## src/rtl/iack_pkg.sv

```systemverilog
package iack_pkg;
    localparam int IRQ_W   = 3;
    localparam int N_IRQ   = 1 << IRQ_W;
    localparam int DATA_W  = 8;
    localparam int ADDR_W  = 2 * DATA_W;
    localparam logic [DATA_W-1:0] CALL_OPCODE = 8'hCD;

    typedef enum logic [1:0] {
        PH_FIRST  = 2'd0,
        PH_SECOND = 2'd1,
        PH_THIRD  = 2'd2
    } phase_e;

    typedef struct packed {
        logic              own;
        logic [DATA_W-1:0] value;
    } byte_slot_t;

    function automatic logic role_is_ctrl(input logic buffered, input logic ms_bit,
                                          input logic sp);
        return buffered ? ms_bit : sp;
    endfunction

    function automatic logic [DATA_W-1:0] vector_byte(input logic [DATA_W-1:0] base,
                                                      input logic [IRQ_W-1:0] irq);
        return {base[DATA_W-1:IRQ_W], irq};
    endfunction

    function automatic logic [ADDR_W-1:0] handler_addr(input logic [ADDR_W-1:0] base,
                                                       input logic [IRQ_W-1:0] irq);
        return {base[ADDR_W-1:2*IRQ_W], irq, {IRQ_W{1'b0}}};
    endfunction
endpackage

```

## src/rtl/iack_phase_ctr.sv

```systemverilog
module iack_phase_ctr
    import iack_pkg::*;
(
    input  logic   clk,
    input  logic   rst,
    input  logic   ack_strobe,
    input  logic   mode86,
    output phase_e phase,
    output logic   ack_q,
    output logic   in_seq
);
    phase_e last_ph;
    logic   fall;

    assign last_ph = mode86 ? PH_SECOND : PH_THIRD;
    assign fall    = ack_q && !ack_strobe;
    assign in_seq  = (phase != PH_FIRST) || ack_strobe || ack_q;

    always_ff @(posedge clk) begin
        if (rst) begin
            phase <= PH_FIRST;
            ack_q <= 1'b0;
        end else begin
            ack_q <= ack_strobe;
            if (fall) begin
                if (phase == last_ph || phase == PH_THIRD)
                    phase <= PH_FIRST;
                else
                    phase <= phase_e'(phase + 2'd1);
            end
        end
    end
endmodule

```

## src/rtl/iack_irq_latch.sv

```systemverilog
module iack_irq_latch
    import iack_pkg::*;
(
    input  logic             clk,
    input  logic             rst,
    input  phase_e           phase,
    input  logic             ack_q,
    input  logic [IRQ_W-1:0] req_num,
    output logic [IRQ_W-1:0] sel_irq
);
    logic [IRQ_W-1:0] irq_q;
    logic             tracking;

    assign tracking = (phase == PH_FIRST) && !ack_q;
    assign sel_irq  = tracking ? req_num : irq_q;

    always_ff @(posedge clk) begin
        if (rst)
            irq_q <= '0;
        else if (tracking)
            irq_q <= req_num;
    end
endmodule

```

## src/rtl/iack_byte_sel.sv

```systemverilog
module iack_byte_sel
    import iack_pkg::*;
(
    input  logic              is_ctrl,
    input  logic              mode86,
    input  phase_e            phase,
    input  logic [IRQ_W-1:0]  sel_irq,
    input  logic [N_IRQ-1:0]  slave_word,
    input  logic [IRQ_W-1:0]  cas_in,
    input  logic [DATA_W-1:0] vec_base,
    input  logic [ADDR_W-1:0] call_base,
    output logic              cascaded,
    output byte_slot_t        slot
);
    logic              id_match;
    logic              tail_owner;
    logic [ADDR_W-1:0] addr;

    assign cascaded   = is_ctrl && slave_word[sel_irq];
    assign id_match   = (cas_in == slave_word[IRQ_W-1:0]);
    assign tail_owner = is_ctrl ? !cascaded : id_match;
    assign addr       = handler_addr(call_base, sel_irq);

    always_comb begin
        slot = '{own: 1'b0, value: '0};
        if (mode86) begin
            if (phase == PH_SECOND) begin
                slot.own   = tail_owner;
                slot.value = vector_byte(vec_base, sel_irq);
            end
        end else begin
            unique case (phase)
                PH_FIRST: begin
                    slot.own   = is_ctrl;
                    slot.value = CALL_OPCODE;
                end
                PH_SECOND: begin
                    slot.own   = tail_owner;
                    slot.value = addr[DATA_W-1:0];
                end
                default: begin
                    slot.own   = tail_owner;
                    slot.value = addr[ADDR_W-1:DATA_W];
                end
            endcase
        end
    end
endmodule

```

## src/rtl/iack_seq_top.sv

```systemverilog
module iack_seq_top
    import iack_pkg::*;
(
    input  logic        clk,
    input  logic        rst,
    input  logic        req_pending,
    input  logic [2:0]  req_num,
    input  logic        ack_strobe,
    input  logic [2:0]  cas_in,
    input  logic [7:0]  cfg_vec_base,
    input  logic [15:0] cfg_call_base,
    input  logic [7:0]  cfg_slave_word,
    input  logic        sp_pin,
    input  logic        cfg_buffered,
    input  logic        cfg_ms_bit,
    input  logic        cfg_mode86,
    output logic        int_out,
    output logic [7:0]  data_out,
    output logic        data_oe,
    output logic [2:0]  cas_out,
    output logic [2:0]  cas_oe
);
    phase_e           phase;
    logic             ack_q;
    logic             in_seq;
    logic [IRQ_W-1:0] sel_irq;
    logic             is_ctrl;
    logic             cascaded;
    byte_slot_t       slot;

    assign is_ctrl = role_is_ctrl(cfg_buffered, cfg_ms_bit, sp_pin);

    iack_phase_ctr u_phase (
        .clk        (clk),
        .rst        (rst),
        .ack_strobe (ack_strobe),
        .mode86     (cfg_mode86),
        .phase      (phase),
        .ack_q      (ack_q),
        .in_seq     (in_seq)
    );

    iack_irq_latch u_latch (
        .clk     (clk),
        .rst     (rst),
        .phase   (phase),
        .ack_q   (ack_q),
        .req_num (req_num),
        .sel_irq (sel_irq)
    );

    iack_byte_sel u_sel (
        .is_ctrl    (is_ctrl),
        .mode86     (cfg_mode86),
        .phase      (phase),
        .sel_irq    (sel_irq),
        .slave_word (cfg_slave_word),
        .cas_in     (cas_in),
        .vec_base   (cfg_vec_base),
        .call_base  (cfg_call_base),
        .cascaded   (cascaded),
        .slot       (slot)
    );

    assign int_out  = req_pending && !in_seq;
    assign data_oe  = ack_strobe && slot.own;
    assign data_out = slot.value;
    assign cas_out  = sel_irq;

    for (genvar g = 0; g < IRQ_W; g++) begin : g_cas_en
        assign cas_oe[g] = cascaded && in_seq;
    end
endmodule

```

## config.mk

```make
export PLATFORM = sky130hd
export DESIGN_NAME = iack_seq_top
export DESIGN_NICKNAME = d
export VERILOG_FILES = /design/src/rtl/iack_pkg.sv /design/src/rtl/iack_phase_ctr.sv /design/src/rtl/iack_irq_latch.sv /design/src/rtl/iack_byte_sel.sv /design/src/rtl/iack_seq_top.sv
export SDC_FILE = /design/constraint.sdc
export NUM_CORES = 1
export LEC_CHECK = 0
export ABC_CLOCK_PERIOD_IN_PS = 3600
export BUFFER_PORTS_ARGS = -buffer_cell sky130_fd_sc_hd__buf_2
export CAP_MARGIN = 25
export CORE_MARGIN = 4
export CORE_UTILIZATION = 40
export CTS_BUF_LIST = sky130_fd_sc_hd__clkbuf_4 sky130_fd_sc_hd__clkbuf_8
export CTS_CLUSTER_DIAMETER = 100
export DETAILED_ROUTE_END_ITERATION = 7
export PLACE_DENSITY_LB_ADDON = 0.12
export SYNTH_ARGS = -nofsm -noshare
export SYNTH_HDL_FRONTEND = slang
export SYNTH_SLANG_ARGS = --single-unit
```

## constraint.sdc

```tcl
create_clock -name clk -period 3.6 [get_ports clk]
set_clock_uncertainty 0.1 [all_clocks]
set_input_delay 0.72 -clock clk [delete_from_list [all_inputs] [get_ports clk]]
set_output_delay 0.72 -clock clk [all_outputs]
set_load 0.1 [all_outputs]
```

==> flow_metrics.env <==
export IMPL_die_h_um=51.4
export IMPL_via_per_inst=4.87
export IMPL_endpoint_kind="primary output"
export IMPL_synth_nets=151
export IMPL_drv_cap=0
export IMPL_cp_max_fo=9
export IMPL_clk_transition_reported_paths_ps=40
export IMPL_grt_pass1_vias=782
export IMPL_totalPowerFinal_w=0.000401
export IMPL_worstSetupPathType="flip-flop to primary output"
export IMPL_core_area_um2=1760
export IMPL_p_int_w=0.000183
export IMPL_row_count=15
export IMPL_gp_congestion=0.855
export IMPL_initial_core_util=0.427
export IMPL_pre_cts_ws_ps=445
export IMPL_finalCritPeriodShare=0.952
export IMPL_synthCells=101
export IMPL_critPathArrivalTime_ps=2610
export IMPL_place_port_buffers=52
export IMPL_die_w_um=51.4
export IMPL_yosysSeqAreaShare=0.159
export IMPL_fmaxAchievable_mhz=292
export IMPL_nets=206
export IMPL_finish_utilization=0.621
export IMPL_antennaDiodeCount=0
export IMPL_wl_per_cell_um=12.4
export IMPL_grt_setup_unrepaired="no"
export IMPL_area_growth_pct=45.3
export IMPL_p_comb_frac=0.663
export IMPL_async_flop_share=0
export IMPL_antenna_found_initial=0
export IMPL_placed_area_um2=1050
export IMPL_worst_ep_required_time_ps=2780
export IMPL_drc_errors=0
export IMPL_cp_start_kind="flip-flop"
export IMPL_die_area_um2=2640
export IMPL_cp_slowest_cell="buf_2"
export IMPL_grt_pass1_wl_mm=3.42
export IMPL_crit_family="buffers and inverters"
export IMPL_cts_htree_levels=1
export IMPL_slew_headroom=0.674
export IMPL_cts_tree="done"
export IMPL_period_minus_slack_ps=3430
export IMPL_cts_root_buf="clkbuf_4"
export IMPL_final_setup_worst_slack_ps=172
export IMPL_hp_class="flip-flop to flip-flop"
export IMPL_path_buf_inv=3
export IMPL_finalSetupTns_ps=0
export IMPL_insertion_delay_ps=240
export IMPL_cts_buffers=3
export IMPL_clockBufferDepth=2
export IMPL_setup_viol=0
export IMPL_synth_edf_count=0
export IMPL_drt_wl_total_mm=2.22
export IMPL_pin_count=62
export IMPL_clock_sinks=6
export IMPL_multi_input_area_um2=572
export IMPL_tightest_slew_ps=492
export IMPL_synth_flop_cell="dfxtp_1"
export IMPL_dr_total_vias=871
export IMPL_ctsResizeCount=0
export IMPL_regArea_um2=120
export IMPL_overflow=0
export IMPL_avgSynthCellArea_um2=7.46
export IMPL_irDropWorstVdd_mv=0.221
export IMPL_final_cell_area_um2=1090
export IMPL_cpPeakStageDelay_ps=420
export IMPL_synth_area_um2=753
export IMPL_outcome="complete, no violations"
export IMPL_antenna_left=0
export IMPL_p_switching_w=0.000218
export IMPL_crit_chain="inv_1 > ha_1 > nor2b_4 > mux2i_4 > buf_4 > a2111oi_2 > nor3_1 > o21a_4 > buf_2"
export IMPL_hpwl_mm=1.79
export IMPL_p_leak_nw=0.580
export IMPL_swShare=0.543
export IMPL_power_frac_clock=0.150
export IMPL_seqPwrFrac=0.187
export IMPL_fill_cells=188
export IMPL_maxSlewViolCount=0
export IMPL_drt_pass1_iterations=4
export IMPL_yosysWarnings=0
export IMPL_grt_usage=0.167
export IMPL_synthDistinctLibCells=37
export IMPL_grt_max_degree=18
export IMPL_layout_drive_gt1_share=0.481
export IMPL_synth_seq_cells=6
export IMPL_p_per_area_nw_per_um2=366
export IMPL_final_hold_violation_count=0
export IMPL_drt_iter0_markers=5
[worst min-delay path: stages, from the launching register on]
cell     delay (ps)
dfxtp_1         300
mux2i_1         110
nor2_1          100
[Yosys cell counts, types with 2 or more instances]
master / number / area share
a211oi_1: 2 / 0.020
a22o_1: 2 / 0.023
dfxtp_1: 6 / 0.16
inv_1: 7 / 0.035
o21a_1: 2 / 0.020
buf_4: 2 / 0.020
clkbuf_1: 3 / 0.015
o22ai_1: 2 / 0.017
nor2_1: 15 / 0.075
mux2i_1: 3 / 0.040
ha_1: 4 / 0.066
nand2_1: 10 / 0.050
o21ai_0: 3 / 0.020
o211a_1: 3 / 0.040
xor2_1: 3 / 0.035
a21oi_1: 11 / 0.073
nor3_1: 2 / 0.013
buf_6: 2 / 0.030
[cell usage in the layout, fill, tap and decap left out, types with 2 or more instances in the layout]
cell type,synthesis,layout
mux2i_1,3,3
xor2_1,3,3
clkbuf_4,0,3
buf_4,2,5
buf_2,0,51
a21oi_1,11,10
a22o_1,2,2
nor3_1,2,2
nor2_1,15,15
nand2_1,10,10
ha_1,4,4
dfxtp_1,6,6
inv_1,7,7
o211a_1,3,3
o21a_4,1,2
a211oi_1,2,2
o21ai_0,3,2
[power groups by stage]
stage	Combinational, W	Clock, W	Sequential [W]
after floorplan	0.000212	0	0.0000753
after global routing	0.000281	0.0000692	0.0000752
after global placement	0.000258	0	0.0000759
after CTS	0.000260	0.0000631	0.0000749
after detailed placement	0.000259	0	0.0000761
final	0.000266	0.0000603	0.0000749
[per-stage QoR]
step,hold WS (ps),std cells
2_1_floorplan,432,101
3_3_place_gp,423,173
5_1_grt,490,179
3_5_place_dp,437,173
6_report,456,179
4_1_cts,449,176
[kinds of logic (layout without fill, tap and decap cells)]
family                     count (synthesis)  count (layout)  share of synthesized area
buffers and inverters                     16              69                      0.113
adders and majority gates                  4               4                     0.0664
xor gates and xnor gates                   3               3                     0.0349
and+or+nand+nor                           33              33                      0.208
AOI/OAI and AO/OA                         34              34                      0.329
DFF                                        6               6                      0.159
muxes                                      5               5                     0.0897
[state kept, by name, indices dropped and copies added (netlist names)]
register	flops
u_phase.ack_q	1
u_latch.irq_q	3
u_phase.phase	2
[repair_timing]
item / CTS / global route
hold buffers: 0 / 0
setup buffers: 0 / 3
setup endpoints to repair: 0 / 3
[per-layer routing]
| layer | up-vias | GRT usage | routed length, um | part of all wire |
|---|---|---|---|---|
| met5 | - | 0 | 0 | 0 |
| met4 | 0 | 0.0524 | 17 | 0.0077 |
| met3 | 2 | 0.0233 | 112 | 0.051 |
| li1 | 462 | - | - | - |
| met2 | 23 | 0.305 | 1150 | 0.52 |
| met1 | 384 | 0.199 | 932 | 0.42 |
[area by class of cell]
cell class,count,area share
multi-input cells,79,0.522
repair buffers,57,0.286
flip-flops and latches,6,0.110
inverters,9,0.0331
well taps,25,0.0286
clock buffers,3,0.0206
[final timing paths]
check                                       from          endpoint  slack [ps]  cells after the start
worst min-delay path            u_latch.irq_q[2]  u_latch.irq_q[2]         460                      2
worst max-delay path            u_phase.phase[1]         cas_oe[2]         170                      9
worst min register to register  u_latch.irq_q[2]  u_latch.irq_q[2]         460                      2
worst max register to register  u_phase.phase[1]  u_latch.irq_q[2]        1970                      5
Note: power is estimated with default switching activity, not from simulation.
